### src/rtl/evcap_pkg.sv
package evcap_pkg;

    typedef enum logic [2:0] {
        ADR_CTRL = 3'd0,
        ADR_TMR  = 3'd1,
        ADR_REGA = 3'd2,
        ADR_REGB = 3'd3,
        ADR_FLAG = 3'd4
    } addr_e;

    typedef struct packed {
        logic en_b;
        logic en_a;
        logic pol_b;
        logic pol_a;
        logic cap_mode;
    } ctrl_t;

    localparam int unsigned CTRL_W = 5;
    localparam int unsigned NFLAG  = 3;
    localparam int unsigned FLG_A  = 0;
    localparam int unsigned FLG_B  = 1;
    localparam int unsigned FLG_U  = 2;

endpackage

### src/rtl/evcap_edge.sv
module evcap_edge #(
    parameter int unsigned STAGES = 2
) (
    input  logic clk,
    input  logic rst_n,
    input  logic pin,
    output logic rise,
    output logic fall
);
    localparam int unsigned DEPTH = STAGES + 1;

    logic [DEPTH-1:0] sh_d;
    logic [DEPTH-1:0] sh_q;

    always_comb begin
        sh_d = {sh_q[DEPTH-2:0], pin};
    end

    always_ff @(posedge clk or negedge rst_n) begin
        if (!rst_n) sh_q <= '0;
        else        sh_q <= sh_d;
    end

    assign rise = sh_q[STAGES-1] & ~sh_q[STAGES];
    assign fall = ~sh_q[STAGES-1] & sh_q[STAGES];

endmodule

### src/rtl/evcap_core.sv
module evcap_core
    import evcap_pkg::*;
#(
    parameter int unsigned TW = 16
) (
    input  logic             clk,
    input  logic             rst_n,
    input  ctrl_t            ctrl,
    input  logic             a_rise,
    input  logic             a_fall,
    input  logic             b_rise,
    input  logic             b_fall,
    input  logic             tmr_we,
    input  logic             ra_we,
    input  logic             rb_we,
    input  logic [TW-1:0]    wdata,
    input  logic [NFLAG-1:0] flag_clr,
    output logic [TW-1:0]    tmr,
    output logic [TW-1:0]    reg_a,
    output logic [TW-1:0]    reg_b,
    output logic [NFLAG-1:0] pend,
    output logic             ev_a,
    output logic             ev_b
);
    typedef struct packed {
        logic [TW-1:0]    tmr;
        logic [TW-1:0]    ra;
        logic [TW-1:0]    rb;
        logic [NFLAG-1:0] pend;
    } st_t;

    st_t st_d, st_q;

    logic             tick;
    logic             uf;
    logic [NFLAG-1:0] set;

    always_comb begin
        ev_a = ctrl.pol_a ? a_fall : a_rise;
        ev_b = (ctrl.cap_mode && ctrl.pol_b) ? b_fall : b_rise;
        tick = ctrl.cap_mode | ev_a;
        uf   = tick && (st_q.tmr == '0);

        st_d = st_q;

        if (tmr_we) begin
            st_d.tmr = wdata;
        end else if (tick) begin
            if (uf) st_d.tmr = ctrl.cap_mode ? {TW{1'b1}} : st_q.ra;
            else    st_d.tmr = st_q.tmr - 1'b1;
        end

        if (ctrl.cap_mode && ev_a) st_d.ra = st_q.tmr;
        else if (ra_we)            st_d.ra = wdata;

        if (ctrl.cap_mode && ev_b) st_d.rb = st_q.tmr;
        else if (rb_we)            st_d.rb = wdata;

        set        = '0;
        set[FLG_A] = ctrl.cap_mode ? ev_a : uf;
        set[FLG_B] = ev_b;
        set[FLG_U] = ctrl.cap_mode & uf;

        st_d.pend = (st_q.pend & ~flag_clr) | set;
    end

    always_ff @(posedge clk or negedge rst_n) begin
        if (!rst_n) st_q <= '0;
        else        st_q <= st_d;
    end

    assign tmr   = st_q.tmr;
    assign reg_a = st_q.ra;
    assign reg_b = st_q.rb;
    assign pend  = st_q.pend;

endmodule

### src/rtl/evcap_timer.sv
module evcap_timer
    import evcap_pkg::*;
#(
    parameter int unsigned TW     = 16,
    parameter int unsigned STAGES = 2
) (
    input  logic          clk,
    input  logic          rst_n,
    input  logic          pin_a,
    input  logic          pin_b,
    input  logic          wr_en,
    input  logic [2:0]    addr,
    input  logic [TW-1:0] wdata,
    output logic [TW-1:0] rdata,
    output logic          irq
);
    localparam int unsigned NIN = 2;

    ctrl_t ctrl_d, ctrl_q;

    logic [NIN-1:0]   pins;
    logic [NIN-1:0]   rises;
    logic [NIN-1:0]   falls;
    logic [TW-1:0]    tmr;
    logic [TW-1:0]    reg_a;
    logic [TW-1:0]    reg_b;
    logic [NFLAG-1:0] pend;
    logic [NFLAG-1:0] flag_clr;
    logic             ev_a;
    logic             ev_b;
    logic             tmr_we;
    logic             ra_we;
    logic             rb_we;
    logic             ctrl_we;

    assign pins = {pin_b, pin_a};

    for (genvar gi = 0; gi < NIN; gi++) begin : g_in
        evcap_edge #(.STAGES(STAGES)) i_edge (
            .clk  (clk),
            .rst_n(rst_n),
            .pin  (pins[gi]),
            .rise (rises[gi]),
            .fall (falls[gi])
        );
    end

    always_comb begin
        ctrl_we  = wr_en && (addr == ADR_CTRL);
        tmr_we   = wr_en && (addr == ADR_TMR);
        ra_we    = wr_en && (addr == ADR_REGA);
        rb_we    = wr_en && (addr == ADR_REGB);
        flag_clr = (wr_en && (addr == ADR_FLAG)) ? wdata[NFLAG-1:0] : '0;
        ctrl_d   = ctrl_we ? ctrl_t'(wdata[CTRL_W-1:0]) : ctrl_q;
    end

    always_ff @(posedge clk or negedge rst_n) begin
        if (!rst_n) ctrl_q <= '0;
        else        ctrl_q <= ctrl_d;
    end

    evcap_core #(.TW(TW)) i_core (
        .clk     (clk),
        .rst_n   (rst_n),
        .ctrl    (ctrl_q),
        .a_rise  (rises[0]),
        .a_fall  (falls[0]),
        .b_rise  (rises[1]),
        .b_fall  (falls[1]),
        .tmr_we  (tmr_we),
        .ra_we   (ra_we),
        .rb_we   (rb_we),
        .wdata   (wdata),
        .flag_clr(flag_clr),
        .tmr     (tmr),
        .reg_a   (reg_a),
        .reg_b   (reg_b),
        .pend    (pend),
        .ev_a    (ev_a),
        .ev_b    (ev_b)
    );

    always_comb begin
        case (addr)
            ADR_CTRL: rdata = TW'(ctrl_q);
            ADR_TMR:  rdata = tmr;
            ADR_REGA: rdata = reg_a;
            ADR_REGB: rdata = reg_b;
            ADR_FLAG: rdata = TW'(pend);
            default:  rdata = '0;
        endcase
        irq = (pend[FLG_A] & ctrl_q.en_a) |
              (pend[FLG_B] & ctrl_q.en_b) |
              (pend[FLG_U] & ctrl_q.en_a);
    end

endmodule

### config.mk
export PLATFORM = sky130hd
export DESIGN_NAME = evcap_timer
export DESIGN_NICKNAME = d
export VERILOG_FILES = /design/src/rtl/evcap_pkg.sv /design/src/rtl/evcap_edge.sv /design/src/rtl/evcap_core.sv /design/src/rtl/evcap_timer.sv
export SDC_FILE = /design/constraint.sdc
export NUM_CORES = 1
export LEC_CHECK = 0
export BUFFER_PORTS_ARGS = -buffer_cell sky130_fd_sc_hd__buf_2
export CAP_MARGIN = 5
export CORE_MARGIN = 2
export CORE_UTILIZATION = 64
export CTS_CLUSTER_SIZE = 8
export DETAILED_ROUTE_END_ITERATION = 8
export HOLD_SLACK_MARGIN = 0.05
export PLACE_DENSITY = 0.84
export SYNTH_ARGS = -nofsm -noshare
export SYNTH_HDL_FRONTEND = slang
export SYNTH_HIERARCHICAL = 1
export SYNTH_SLANG_ARGS = --single-unit
### constraint.sdc
create_clock -name clk -period 3.1 [get_ports clk]
set_input_delay 0.62 -clock clk [delete_from_list [all_inputs] [get_ports clk]]
set_output_delay 0.62 -clock clk [all_outputs]
set_load 0.005 [all_outputs]
==> results of run 1 <==
-- report_power, final --
| group | internal, W | total (W) | leakage, nW | switching, W |
|---|---|---|---|---|
| Combinational | 0.000673 | 0.00132 | 1.00 | 0.000646 |
| Clock | 0.000518 | 0.000829 | 0.120 | 0.000311 |
| Sequential | 0.00113 | 0.00159 | 0.750 | 0.000458 |
-- path summary, 6_finish.rpt --
kind	start	end	slack [ps]	cells after the start
worst max-delay path	addr[0]	rdata[3]	500	4
worst min-delay path	g_in[1].i_edge/sh_q[0]	g_in[1].i_edge/sh_q[1]	360	0
worst max register to register	i_core/tmr[0]	i_core/tmr[11]	710	7
worst min register to register	g_in[1].i_edge/sh_q[0]	g_in[1].i_edge/sh_q[1]	360	0
max in group asynchronous	rst_n	i_core/reg_b[5]	2130	2
min in group asynchronous	rst_n	g_in[0].i_edge/sh_q[0]	440	2
-- metrics by stage --
stage               cell area (µm²)  setup WS [ps]
finish                         4352          500.9
global route                   4352          437.8
CTS                            4352          495.2
detailed placement             4118          510.8
global placement               4118          518.2
floorplan                      3896          863.1
-- layer usage --
| layer | routed length (µm) | vias up |
|---|---|---|
| li1 | - | 1485 |
| met1 | 4197 | 1551 |
| met2 | 4513 | 108 |
| met3 | 438 | 15 |
| met4 | 124 | 0 |
| met5 | 0 | - |
-- synth_stat cells (all sizes together), types with 10 or more instances --
library cell,instances,share of area
a22oi,25,0.049
nor2,36,0.035
mux2i,33,0.085
dfrtp,62,0.40
inv,10,0.0096
o21ai,21,0.027
buf,25,0.041
a21oi,23,0.030
nor3,11,0.022
mux2,20,0.059
nand2,35,0.034
-- critical path, delay by kind of cell --
kind                   cells  cell delay (ps)
and+or+nand+nor            1              140
buffers and inverters      2              640
muxes                      1              570
-- sequential cells by signal, summed over array words and instances, names as in the netlist --
name / count
i_core/reg_a: 16
i_core/reg_b: 16
i_core/tmr: 16
g_in.i_edge/sh_q: 6
ctrl_q: 5
i_core/pend: 3
-- logic make-up (layout without fill, tap and decap cells) --
kind of cell,after synthesis,in the layout,synth area share
AND/OR/NAND/NOR,124,124,0.1908
XOR/XNOR,11,11,0.02473
adder cells (fa/ha/maj),1,1,0.003211
flip-flops,62,62,0.3982
multiplexers,55,55,0.1551
buffers and inverters,42,81,0.05780
AO/OA/AOI/OAI,95,95,0.1702
-- cell type report --
class | count | area share
Tap cell | 75 | 0.02156
Timing Repair Buffer | 55 | 0.07188
Clock inverter | 3 | 0.01495
Multi-Input combinational cell | 286 | 0.4876
Clock buffer | 13 | 0.03882
Sequential cell | 62 | 0.3565
Inverter | 10 | 0.008626
==> impl_metrics.yaml, run 1 <==
timing:
  finalHoldViolations: 0
  finalCritPeriodShare: 0.8384
  setup_violations: 0
  skew_ps: 5.635
  fin_crit_ps: 2599
  drv_slew: 0
  fin_hold_ws_ps: 355.9
  setup_tns_ps: 0
  rsz0062_at_grt: "no"
  fmax_ghz: 0.3847
  worst_pin_slew_ps: 799.7
  slew_headroom: 0.4668
finish:
  diodes: 0
  multi_input_area_mm2: 0.002122
  fin_nets: 449
  utilization: 0.7394
  fillers: 419
  stdcell_count: 504
  final_common_cell: "dfrtp_1"
  syn2layout_area_growth_pct: 11.69
  regArea_mm2: 0.001551
  final_cell_mix: "dfrtp_1 (62), buf_2 (40), nand2_1 (35), nor2_1 (34), mux2i_1 (33)"
  drive_gt1_frac: 0.2774
die:
  dieArea_mm2: 0.006728
  die_x_um: 82.03
  io_pins: 41
  num_rows: 28
  die_h_um: 82.03
  floorplan.initialDensity: 0.6620
  core_mm2: 0.005886
global_routing:
  grt_max_degree: 63
  antenna_found_initial: 0
  grt_usage: 0.3031
  met1_usage: 0.4187
  top_usage_layer: "met2"
  overflow: 0
  grt_pass1_wl_um: 15230
  globalRouteMet2Util: 0.4675
  grt_pass1_vias: 3021
  use_met3: 0.04725
drt:
  vias: 3159
  firstDrtPassIters: 5
  vias_per_cell: 6.268
  drt.antenna.violating_nets: 0
  wl_per_cell_um: 18.40
  first_iter_violations: 271
  wirelength_um: 9274
  drc: 0
synthesis:
  ys_ff_latch: 62
  synth-main-ff-cell: "dfrtp_1"
  yosysSeqAreaShare: 0.3982
  syn-mean-instance-area_um2: 9.990
  syn_area_mm2: 0.003896
  synth_nets: 415
  synthDistinctLibCells: 57
  async_reset_ff_frac: 1.000
  synth_edf_count: 0
  ys_warn_count: 6
  synth_cells: 390
pwr:
  ir_worst_vdd_uv: 463.1
  leakage_nw: 1.872
  p_total_w: 0.003741
  power.density_mw_per_mm2: 859.6
clocking:
  cts-buffers-inserted: 9
  cts_setup_buffers: 0
  clk-insertion-delay-late_ps: 340
  cts_resized: 0
  root_buffer: "clkbuf_8"
  postCtsHoldBufs: 0
  clock_path_buffers: 2
  numClockSinks: 62
  clk_pin_slew_worst_paths_ps: 70
  htree_levels: 3
  cts_tree: "yes"
outcome:
  status: "complete, no violations"
worst_setup_path:
  worstPathMaxFanout: 27
  critical_path_required_ps: 2480
  worst_setup_path_end_kind: "output pin"
  crit_type: "input pin to output pin"
  critPathSlowestCell: "mux4_2"
  worstPathArrival_ps: 1980
  cp_cell_sequence: "buf_2 -> mux4_2 -> nor2b_1 -> buf_2"
  cpPeakStageDelay_ps: 570
  critPathMostFrequentCell: "buf_2"
  cp-start-kind: "input pin"
worst_hold_path:
  worstHoldPathType: "register to register"
place:
  portBuffers: 40
  place_inst: 488
  dp_hpwl_um: 6120
  routabilityCongestion: 0.8795
job:
  max_cap_violations: 0
Note: power is estimated with default switching activity, not from simulation.
==> inputs of run 2 (changes only) <==
--- a/config.mk
+++ b/config.mk
@@ -5,14 +5,15 @@
 export SDC_FILE = /design/constraint.sdc
 export NUM_CORES = 1
 export LEC_CHECK = 0
+export ABC_AREA = 1
 export BUFFER_PORTS_ARGS = -buffer_cell sky130_fd_sc_hd__buf_2
 export CAP_MARGIN = 5
 export CORE_MARGIN = 2
-export CORE_UTILIZATION = 64
+export CORE_UTILIZATION = 59
 export CTS_CLUSTER_SIZE = 8
 export DETAILED_ROUTE_END_ITERATION = 8
 export HOLD_SLACK_MARGIN = 0.05
-export PLACE_DENSITY = 0.84
+export PLACE_DENSITY = 0.78
 export SYNTH_ARGS = -nofsm -noshare
 export SYNTH_HDL_FRONTEND = slang
 export SYNTH_HIERARCHICAL = 1
==> constraint.sdc (replaced) <==
create_clock -name clk -period 2.7 [get_ports clk]
set_input_delay 0.54 -clock clk [delete_from_list [all_inputs] [get_ports clk]]
set_output_delay 0.54 -clock clk [all_outputs]
set_load 0.005 [all_outputs]
==> impl_metrics.yaml, run 2 <==
timing:
  fmax_ghz: 0.4501
  worst_pin_slew_ps: 717.1
  setup_tns_ps: 0
  drv_slew: 0
  setup_violations: 0
  finalHoldViolations: 0
  fin_crit_ps: 2222
  finalCritPeriodShare: 0.8229
  slew_headroom: 0.5214
  skew_ps: 9.165
  rsz0062_at_grt: "no"
die:
  floorplan.initialDensity: 0.6051
  die_x_um: 84.24
  die_h_um: 84.24
  io_pins: 41
  core_mm2: 0.006277
  dieArea_mm2: 0.007096
  num_rows: 29
clocking:
  clk-insertion-delay-late_ps: 350
  cts_resized: 0
  cts_tree: "yes"
  clock_path_buffers: 2
  root_buffer: "clkbuf_8"
  numClockSinks: 62
  cts_setup_buffers: 0
  htree_levels: 3
  clk_pin_slew_worst_paths_ps: 80
  postCtsHoldBufs: 0
  cts-buffers-inserted: 9
finish:
  stdcell_count: 645
  fillers: 542
  syn2layout_area_growth_pct: 11.92
  final_common_cell: "nand2_1"
  fin_area_mm2: 0.004252
  drive_gt1_frac: 0.1444
  fin_nets: 588
  regArea_mm2: 0.001551
  multi_input_area_mm2: 0.001858
  final_cell_mix: "nand2_1 (122), nand3_1 (101), inv_1 (67), dfrtp_1 (62), nor2_1 (46)"
  diodes: 0
worst_setup_path:
  worst_setup_path_end_kind: "output pin"
  worstPathMaxFanout: 13
  crit_type: "input pin to output pin"
  cp-start-kind: "input pin"
  critical_path_required_ps: 2160
  worstPathArrival_ps: 1680
pwr:
  clock_power_share: 0.213
  ir_worst_vdd_uv: 521.5
  p_sw_w: 0.001650
  leakage_nw: 2.116
  power.density_mw_per_mm2: 913.3
  p_int_w: 0.002233
  p_total_w: 0.003883
  switching_share: 0.4249
  power_frac_seq: 0.410
  combPwrFrac: 0.377
drt:
  wirelength_um: 11030
  drc: 0
  wl_per_cell_um: 17.10
  vias_per_cell: 6.130
  drt.antenna.violating_nets: 0
  vias: 3954
  first_iter_violations: 516
  firstDrtPassIters: 6
synthesis:
  yosysMostFrequentCell: "nand2_1"
  ys_warn_count: 6
  synth_edf_count: 0
  synth-main-ff-cell: "dfrtp_1"
  yosysTopAreaCellShare: 0.4084
  ys_ff_latch: 62
  synth_cells: 528
  netlist_top_cells_area: "dfrtp_1 (41%), nand3_1 (13%), nand2_1 (12%)"
  synth_nets: 553
  synth_common_cells: "nand2_1 (122), nand3_1 (101), inv_1 (67), dfrtp_1 (62), nor2_1 (46)"
  synth_area_leader_cell: "dfrtp_1"
  synthDistinctLibCells: 24
  syn-mean-instance-area_um2: 7.194
  syn_area_mm2: 0.003799
  yosysSeqAreaShare: 0.4084
  async_reset_ff_frac: 1.000
place:
  dpl-instance-area_mm2: 0.004053
  routabilityCongestion: 0.9426
  place_inst: 629
  portBuffers: 40
  dp_hpwl_um: 7296
global_routing:
  overflow: 0
  grt_max_degree: 49
  grt_usage: 0.3174
  antenna_found_initial: 0
  grt_pass1_wl_um: 17790
  grt_pass1_vias: 3510
worst_hold_path:
  worstHoldPathType: "input pin to async pin"
outcome:
  status: "complete, no violations"
job:
  max_cap_violations: 0
## run 2: worst paths after layout
path | from | cells after the start | end | slack [ps]
min | rst_n | 1 | i_core/reg_b[2] | 230
max | addr[2] | 9 | rdata[0] | 480
max in group asynchronous | rst_n | 2 | i_core/reg_b[12] | 1840
min reg2reg | g_in[0].i_edge/sh_q[0] | 0 | g_in[0].i_edge/sh_q[1] | 350
max reg2reg | i_core/tmr[0] | 9 | i_core/tmr[1] | 610
min in group clk | pin_b | 1 | g_in[1].i_edge/sh_q[0] | 300
## run 2: metrics by stage
stage	hold WS, ps	setup slack [ps]	util
2_1_floorplan	244.4	696.8	-
3_3_place_gp	334.8	555.0	0.6456
3_5_place_dp	337.0	491.3	0.6456
4_1_cts	239.0	486.2	0.6773
5_1_grt	260.6	356.9	0.6773
6_report	229.8	478.2	0.6773
## run 2: cell type report
type,count,share of cell area
Clock inverter,6,0.01442
Sequential cell,62,0.3649
Tap cell,77,0.02266
Timing Repair Buffer,47,0.06239
Inverter,75,0.06622
Clock buffer,10,0.03237
Multi-Input combinational cell,368,0.4370
## run 2: logic make-up (layout without fill, tap and decap cells)
logic type / after synthesis / in the layout / synth area share
AND/OR/NAND/NOR: 294 / 294 / 0.3475
flip-flops: 62 / 62 / 0.4084
AO/OA/AOI/OAI: 69 / 69 / 0.1291
adder cells (fa/ha/maj): 1 / 1 / 0.003293
buffers and inverters: 98 / 138 / 0.1024
XOR/XNOR: 4 / 4 / 0.009224
## run 2: power groups by stage
stage / Clock, W / Sequential (W) / Combinational [W]
floorplan: 0 / 0.00149 / 0.00108
global placement: 0 / 0.00157 / 0.00138
detailed placement: 0 / 0.00159 / 0.00142
CTS: 0.000837 / 0.00157 / 0.00143
global route: 0.000877 / 0.00163 / 0.00164
finish: 0.000828 / 0.00159 / 0.00146
## run 2: layer usage
metal	vias to the layer above	global-route usage	wire length (µm)
met3	25	0.06195	1015
met4	0	0.1217	251
met2	242	0.4719	4902
met5	-	0	0
li1	1853	-	-
met1	1834	0.4610	4859
## run 2: worst max-delay path, cell delays in order
cell	delay (ps)
buf_2	130
inv_2	170
nand3_1	190
inv_2	300
nand2_1	90
nand2_1	70
inv_1	40
nand2_1	50
buf_2	100
